File: config.mk
export PLATFORM = sky130hd
export DESIGN_NAME = pwl_write_guard
export DESIGN_NICKNAME = d
export VERILOG_FILES = /design/src/rtl/pwl_pkg.sv /design/src/rtl/pwl_lock_table.sv /design/src/rtl/pwl_key_reg.sv /design/src/rtl/pwl_judge.sv /design/src/rtl/pwl_out_stage.sv /design/src/rtl/pwl_write_guard.sv
export SDC_FILE = /design/constraint.sdc
export NUM_CORES = 1
export LEC_CHECK = 0
export BUFFER_PORTS_ARGS = -buffer_cell sky130_fd_sc_hd__buf_4
export CAP_MARGIN = 20
export CORE_ASPECT_RATIO = 1.2
export CORE_UTILIZATION = 40
export CTS_CLUSTER_SIZE = 28
export DETAILED_ROUTE_END_ITERATION = 10
export PLACE_DENSITY = 0.65
export SLEW_MARGIN = 30
export SYNTH_ARGS = -nofsm -noshare
export SYNTH_HDL_FRONTEND = slang
export SYNTH_SLANG_ARGS = --single-unit
File: constraint.sdc
create_clock -name clk -period 3.8 [get_ports clk]
set_input_delay 0.57 -clock clk [delete_from_list [all_inputs] [get_ports clk]]
set_output_delay 0.57 -clock clk [all_outputs]
set_load 0.01 [all_outputs]
File: src/rtl/pwl_pkg.sv
package pwl_pkg;

    localparam int ADDR_W     = 17;
    localparam int PAGE_SHIFT = 9;
    localparam int PAGE_W     = ADDR_W - PAGE_SHIFT;
    localparam int NUM_PAGES  = 1 << PAGE_W;
    localparam int LOCK_W     = 2;
    localparam int DATA_W     = 32;

    typedef logic [LOCK_W-1:0] lock_t;
    typedef logic [PAGE_W-1:0] page_t;

    typedef struct packed {
        logic              valid;
        logic              write;
        logic [ADDR_W-1:0] addr;
        logic [DATA_W-1:0] data;
    } req_t;

    typedef enum logic [1:0] {
        VD_IDLE = 2'd0,
        VD_PASS = 2'd1,
        VD_DENY = 2'd2
    } verdict_e;

    function automatic page_t page_of(input logic [ADDR_W-1:0] a);
        return a[ADDR_W-1:PAGE_SHIFT];
    endfunction

    function automatic logic lock_opens(input lock_t lock, input lock_t key);
        return (lock == '0) || (key == '0) || (lock == key);
    endfunction

endpackage

File: src/rtl/pwl_lock_table.sv
module pwl_lock_table #(
    parameter int PAGE_W = 8,
    parameter int LOCK_W = 2
) (
    input  logic              clk,
    input  logic              rst,
    input  logic              wr_en,
    input  logic [PAGE_W-1:0] wr_page,
    input  logic [LOCK_W-1:0] wr_lock,
    input  logic [PAGE_W-1:0] rd_page,
    output logic [LOCK_W-1:0] rd_lock
);
    localparam int PAGES = 1 << PAGE_W;

    logic [LOCK_W-1:0] lock_q [PAGES];

    for (genvar g = 0; g < PAGES; g++) begin : g_entry
        always_ff @(posedge clk) begin
            if (rst) begin
                lock_q[g] <= '0;
            end else if (wr_en && (wr_page == PAGE_W'(g))) begin
                lock_q[g] <= wr_lock;
            end
        end
    end

    // Read returns the stored value; a same-cycle load lands at the edge.
    assign rd_lock = lock_q[rd_page];

endmodule

File: src/rtl/pwl_key_reg.sv
module pwl_key_reg #(
    parameter int LOCK_W = 2
) (
    input  logic              clk,
    input  logic              rst,
    input  logic              ld,
    input  logic [LOCK_W-1:0] ld_val,
    output logic [LOCK_W-1:0] key
);
    always_ff @(posedge clk) begin
        if (rst) begin
            key <= '0;
        end else if (ld) begin
            key <= ld_val;
        end
    end
endmodule

File: src/rtl/pwl_judge.sv
module pwl_judge
    import pwl_pkg::*;
(
    input  req_t     req,
    input  lock_t    lock,
    input  lock_t    key,
    output verdict_e verdict
);
    always_comb begin
        if (!req.valid) begin
            verdict = VD_IDLE;
        end else if (!req.write) begin
            verdict = VD_PASS;
        end else if (lock_opens(lock, key)) begin
            verdict = VD_PASS;
        end else begin
            verdict = VD_DENY;
        end
    end
endmodule

File: src/rtl/pwl_out_stage.sv
module pwl_out_stage
    import pwl_pkg::*;
(
    input  logic              clk,
    input  logic              rst,
    input  req_t              req,
    input  verdict_e          verdict,
    output logic              mem_valid,
    output logic              mem_we,
    output logic [ADDR_W-1:0] mem_addr,
    output logic [DATA_W-1:0] mem_wdata,
    output logic              viol,
    output logic [PAGE_W-1:0] viol_page
);
    always_ff @(posedge clk) begin
        if (rst) begin
            mem_valid <= 1'b0;
            mem_we    <= 1'b0;
            mem_addr  <= '0;
            mem_wdata <= '0;
            viol      <= 1'b0;
            viol_page <= '0;
        end else begin
            mem_valid <= (verdict == VD_PASS);
            mem_we    <= (verdict == VD_PASS) && req.write;
            viol      <= (verdict == VD_DENY);
            if (verdict == VD_PASS) begin
                mem_addr  <= req.addr;
                mem_wdata <= req.data;
            end
            if (verdict == VD_DENY) begin
                viol_page <= page_of(req.addr);
            end
        end
    end
endmodule

File: src/rtl/pwl_write_guard.sv
module pwl_write_guard
    import pwl_pkg::*;
(
    input  logic              clk,
    input  logic              rst,
    input  logic              key_ld,
    input  logic [LOCK_W-1:0] key_ld_val,
    input  logic              lock_ld,
    input  logic [PAGE_W-1:0] lock_ld_page,
    input  logic [LOCK_W-1:0] lock_ld_val,
    input  logic              req_valid,
    input  logic              req_write,
    input  logic [ADDR_W-1:0] req_addr,
    input  logic [DATA_W-1:0] req_wdata,
    output logic              mem_valid,
    output logic              mem_we,
    output logic [ADDR_W-1:0] mem_addr,
    output logic [DATA_W-1:0] mem_wdata,
    output logic              viol,
    output logic [PAGE_W-1:0] viol_page
);
    req_t     req;
    lock_t    page_lock;
    lock_t    cur_key;
    verdict_e verdict;

    assign req = '{valid: req_valid, write: req_write, addr: req_addr, data: req_wdata};

    pwl_lock_table #(.PAGE_W(PAGE_W), .LOCK_W(LOCK_W)) u_table (
        .clk     (clk),
        .rst     (rst),
        .wr_en   (lock_ld),
        .wr_page (lock_ld_page),
        .wr_lock (lock_ld_val),
        .rd_page (page_of(req_addr)),
        .rd_lock (page_lock)
    );

    pwl_key_reg #(.LOCK_W(LOCK_W)) u_key (
        .clk    (clk),
        .rst    (rst),
        .ld     (key_ld),
        .ld_val (key_ld_val),
        .key    (cur_key)
    );

    pwl_judge u_judge (
        .req     (req),
        .lock    (page_lock),
        .key     (cur_key),
        .verdict (verdict)
    );

    pwl_out_stage u_out (
        .clk       (clk),
        .rst       (rst),
        .req       (req),
        .verdict   (verdict),
        .mem_valid (mem_valid),
        .mem_we    (mem_we),
        .mem_addr  (mem_addr),
        .mem_wdata (mem_wdata),
        .viol      (viol),
        .viol_page (viol_page)
    );
endmodule

Word-level counts from Yosys, hierarchy flattened
Memories as Yosys holds them, arrays and structs flattened.
Cells that the tools add are included.
{ "totals": {"input_bits": 67, "out_inout_bits": 60, "memories": 1, "wordCells": 1813, "ff_bits": 62, "ram_bits": 512} }
{ "mem_list": {"columns": ["memory", "depth", "word_bits", "read_ports", "rd_ports_with_merged_regs", "write_ports", "line", "text"], "rows": [
  ["u_table.lock_q", 256, 2, 1, 0, 256, "pwl_lock_table.sv:15", "logic [LOCK_W-1:0] lock_q [PAGES];"]
]} }
{ "classes": {"n_reduce_logical": 262, "n_bitwise": 256, "n_eq_ne": 258, "muxes": 1029} }
{ "ops": {"columns": ["cell", "n"], "rows": [
  ["$eq A8 B8 Y1 const B", 128],
  ["$mux W1", 770],
  ["$mux W2", 259],
  ["$eq A8 B7 Y1 const B", 64],
  ["$logic_and A1 B1 Y1", 257],
  ["$eq A8 B6 Y1 const B", 32],
  ["$or A1 B1 Y1", 256],
  ["$eq A8 B5 Y1 const B", 16],
  ["$eq A8 B4 Y1 const B", 8],
  ["$eq A8 B3 Y1 const B", 4],
  ["$eq A8 B2 Y1 const B", 2],
  ["$eq A8 B1 Y1 const B", 1],
  ["$logic_not A8 Y1", 1],
  ["$logic_not A2 Y1", 2],
  ["$eq A2 B1 Y1 const B", 1],
  ["$eq A2 B2 Y1", 1],
  ["$eq A2 B2 Y1 const B", 1],
  ["$logic_or A1 B1 Y1", 2]
]} }

Depth between registers and ports, before layout
An unclocked memory read counts as a cell.
{ "logic_depth": {"ltp_word": 9, "mapped_depth": 16, "ltp_nobuf": 9} }

Modules after synthesis
From an unflattened synthesis, not the netlist that was laid out.
{ "unflattened": {"hier_cells": 2263, "hier_area_um2": 27710.3} }
{ "modules_own_cells": {"columns": ["module", "n_inst", "area_each_um2", "cells_each", "seq_area_each_um2"], "rows": [
  ["pwl_lock_table", 1, 24782.5, 1995, 15374.7],
  ["pwl_out_stage", 1, 2830.2, 257, 1201.2],
  ["pwl_key_reg", 1, 67.6, 6, 40.0],
  ["pwl_judge", 1, 30.0, 5, 0.0]
]} }

Least setup slack after synthesis
Ideal clock, no wire load.
{ "synth_timing": {"path_kind": "input-to-reg", "start": "in req_addr[11]", "end": "reg u_out.mem_addr[10]", "setup_time_ps": 72, "arrival_ps": 3329, "path_slack_ps": 400, "t_required_ps": 3728, "cell_stages": 13, "path_cell_list": "buf_2 -> buf_1 -> mux4_1 -> a22o_1 -> a221oi_1 -> o22ai_1 -> or4b_1 -> and4_1 -> xnor2_1 -> a21boi_1 -> buf_6 -> buf_12 -> mux2i_1"} }
{ "synth_via": {"elab_chain_cells": 8, "elab_cells_between_ends": 9, "classes_between": "eq/ne (2); mux (3); reduce/logical (3); memory (1)"} }
{ "synth_rtl": {"columns": ["item", "line", "text"], "rows": [
  ["start, declared", "pwl_write_guard.sv:13", "input logic [ADDR_W-1:0] req_addr,"],
  ["$mem_v2 Z256 W2 *", null, null],
  ["$logic_not A2 Y1", "pwl_pkg.sv:31", "return (lock == '0) || (key == '0) || (lock == key);"],
  ["$logic_or A1 B1 Y1", "pwl_pkg.sv:31", null],
  ["$logic_or A1 B1 Y1 *", "pwl_pkg.sv:31", null],
  ["$mux W2 *", "pwl_judge.sv:14", "end else if (lock_opens(lock, key)) begin"],
  ["$mux W2 *", "pwl_judge.sv:12", "end else if (!req.write) begin"],
  ["$mux W2 *", "pwl_judge.sv:10", "if (!req.valid) begin"],
  ["$eq A2 B1 Y1 *", "pwl_out_stage.sv:27", "if (verdict == VD_PASS) begin"],
  ["end signal, assigned", "pwl_out_stage.sv:28", "mem_addr <= req.addr;"],
  ["end, declared", "pwl_out_stage.sv:10", "output logic [ADDR_W-1:0] mem_addr,"]
]} }
Mark *: on every way between the ends. The rest lies on a longest branch, timed or not.
A chain may end at the register's enable or synchronous reset.

Worst setup path after layout
{ "layout_timing": {"start": "mem u_table.lock_q[78][0]", "end": "reg u_out.mem_we"} }
{ "layout_via": {"elab_chain_cells": 9, "elab_cells_between_ends": 10, "classes_between": "eq/ne (2); mux (3); reduce/logical (4); memory (1)"} }
{ "layout_rtl": {"columns": ["item", "line", "text"], "rows": [
  ["start, declared", "pwl_lock_table.sv:15", null],
  ["$mem_v2 Z256 W2 *", null, null],
  ["$logic_not A2 Y1", "pwl_pkg.sv:31", null],
  ["$logic_or A1 B1 Y1", "pwl_pkg.sv:31", null],
  ["$logic_or A1 B1 Y1 *", "pwl_pkg.sv:31", null],
  ["$mux W2 *", "pwl_judge.sv:14", null],
  ["$mux W2 *", "pwl_judge.sv:12", null],
  ["$mux W2 *", "pwl_judge.sv:10", null],
  ["$eq A2 B1 Y1 *", "pwl_out_stage.sv:25", "mem_we <= (verdict == VD_PASS) && req.write;"],
  ["$logic_and A1 B1 Y1 *", "pwl_out_stage.sv:25", null],
  ["end signal, assigned", "pwl_out_stage.sv:25", null],
  ["end, declared", "pwl_out_stage.sv:9", "output logic mem_we,"]
]} }
Marked as above.

==> impl_results.md <==
* Run status: finished, final reports clean
* Final Hold Viols at 0
* Nets at 2327
* Worst Hold Class: primary input to register
* Synth area leaders: edfxtp_1 56%, mux4_2 7.6%, nor2_1 7.3%
* Critical path capture point type: register
* Met1 wire length at 28400 um
* TritonCTS clock tree: yes
* Routed length per instance at 23.9 um
* Largest area contributor in the netlist: edfxtp_1
* Skew-Pair Late Insertion Delay at 0.61 ns
* Seq/Total Area, Yosys at 60.2%
* Syn_area_per_cell at 12.7 um^2
* Final min period at 3.68 ns
* Design Power at 14.2 mW
* Ys Warns at 0
* Layout Cells excl Fill at 3216
* Metal2 WL at 39600 um
* Mapped cell area at 0.0276 mm^2
* Final WL at 76900 um
* Hold slack at 0.214 ns
* Top cell type's share of synthesized area at 55.7%
* Worst IR drop on VDD at 0.367 mV
* Final Slew Violations at 0
* Startpoint Class: register
* Hpwl dp at 49700 um
* DRT Pass-1 Iters at 5
* Max transition margin at 39.8%
* DRT iter0 DRCs at 1804
* Drt drc at 0
* Worst reg2reg startpoint: u_table.lock_q[78][0]
* Clock Skews at 0.0178 ns
* Synth unique cells at 61
* GRT Total Usage at 21.6%
* Antenna violations before repair at 4
* Num CTS Buffers at 55
* Clk sink count at 574
* Vias at 18500
* Actual slew at the worst max-slew pin at 0.903 ns
* Max Cap Viol at 0
* CTS Root Buffer Type: clkbuf_16
* WS Path Type: register to register
* Placer Congestion at 0.867
* WP data arrival at 4.17 ns
* Core area at 0.0683 mm^2
* Top Ports at 127
* Seq cells post-synth at 574
* Clock Tree Buf Depth at 3
* CTS H-tree lvls at 2
* Leakage at 10.3 nW
* Post-route ant nets at 0
* Power Dens Cells at 450 mW/mm^2
* HP Start: key_ld_val[0]
* Met3 wire len at 5800 um
* Synth Instances at 2178
* Number of synthesized flops with an enable pin at 512
* First-pass GRT wire length at 114000 um
* Most common cell after layout, fill and taps aside: nor2_1
* Post-CTS setup repair buffer count at 0
* Initial Util at 40.4%
* Top Layer Used: met5
* Most frequent cells in the layout: 538 x nor2_1, 512 x edfxtp_1, 241 x o21bai_1
* GRT overflow at 0
* CP Data Required Time at 4.29 ns
* F_max at 0.271 GHz
* CP Max Fanout at 7
* Die width at 242 um
* Asr flop ratio synth at 0%
* Number of global-route vias before repair at 18400
* Die area at 0.0700 mm^2
* Layout area overhead at 14.3%
* RSZ-0062 raised after global routing: false
* Port Buf Inserts at 126
* Share of cells above drive strength 1 at 19.6%
* Chip height at 290 um
* Final setup vio count at 0
* Largest net degree at the start of global routing at 199
* Syn Nets at 2245
* Hold-fix buffers at CTS at 0
* Cells after DPL at 3112
* Period utilization at 96.9%
* Mean number of vias per cell at 5.75
* Reg clk slew, reported paths at 0.06 ns
* Critical path origin: u_table.lock_q[78][0]
* Synth Flop Type: edfxtp_1
* Post-cts repair resize count at 0
* Number of core rows at 105
flip-flops by register name, summed over array words and instances (netlist names):
name	flops
u_key.key	2
u_out.mem_addr	17
u_out.mem_valid	1
u_out.mem_wdata	32
u_out.mem_we	1
u_out.viol	1
u_out.viol_page	8
u_table.lock_q	512
power breakdown:
group	leakage [nW]	switching [mW]	total, mW	internal (mW)
combinational	4.06	0.726	1.32	0.591
clock	0.907	2.39	5.56	3.17
sequential	5.37	0.126	7.30	7.18
logic make-up after synthesis:
logic type                count (synthesis)  share of synthesized area (%)
AOI/OAI and AO/OA                       327                           8.94
xor gates and xnor gates                  1                         0.0318
buffers and inverters                   224                           3.95
DFF                                     574                           60.2
muxes                                   217                           13.6
and+or+nand+nor                         835                           13.2
cell type report:
type / instances / area [um^2]
antenna: 1 / 2.50
clock buffer: 74 / 1610
clock inverter: 29 / 214
fill: 6069 / 36800
inverter: 4 / 15.0
multi-input combinational: 1380 / 9940
sequential: 574 / 16600
tap: 909 / 1140
timing repair buffer: 245 / 1990
per-stage QoR:
step,setup slack [ns],utilization [%],TNS (ns),cell area (um^2)
floorplan,0.400,-,0,27600
global placement,-0.343,43.5,-17.57,29700
detailed placement,-0.377,43.5,-17.76,29700
CTS,0.147,46.1,0,31500
global route,0.0477,46.1,0,31500
finish,0.116,46.1,0,31500
worst max-delay path: stages, from the launching register on:
cell	delay (ns)
edfxtp_1	0.39
mux4_1	0.51
a22o_1	0.27
a221oi_1	0.32
o22ai_1	0.14
or4b_1	0.61
and4_1	0.27
xnor2_1	0.49
a21boi_4	0.16
buf_4	0.20
and3b_2	0.19
cell usage after synthesis, types with 2 or more instances:
master / instances
a221oi_2: 2
nand3_1: 53
nand4_1: 12
a31o_2: 5
buf_2: 14
and3_1: 3
buf_1: 4
a21oi_1: 6
buf_4: 11
buf_6: 7
o21ai_0: 4
buf_12: 8
nor2b_1: 21
nor3_1: 7
a22o_1: 6
a22oi_1: 21
o22ai_1: 2
a221oi_1: 3
nand2b_1: 114
mux4_2: 93
a211oi_1: 7
clkbuf_4: 2
nor4_1: 2
edfxtp_1: 512
and2_1: 3
a2111oi_0: 3
nand2_1: 71
dfxtp_1: 62
clkbuf_1: 174
nor2_1: 538
mux4_1: 26
inv_1: 3
a21o_1: 9
o21bai_1: 241
mux2i_1: 97
a31oi_1: 7
per-layer routing:
metal / vias to the layer above / GRT usage [%]
li1: 8098 / -
met3: 183 / 3.56
met4: 6 / 9.07
met5: - / 0
met2: 835 / 38.7
met1: 9384 / 25.8
final timing paths:
| check | endpoint | slack (ns) | cells after the start |
|---|---|---|---|
| worst max-delay path | u_out.mem_we | 0.12 | 10 |
| worst min-delay path | u_key.key[0] | 0.21 | 3 |
| worst min register to register | u_out.mem_wdata[5] | 0.48 | 2 |
| worst max register to register | u_out.mem_we | 0.12 | 10 |
No activity file was read; power rests on OpenSTA's default activity.
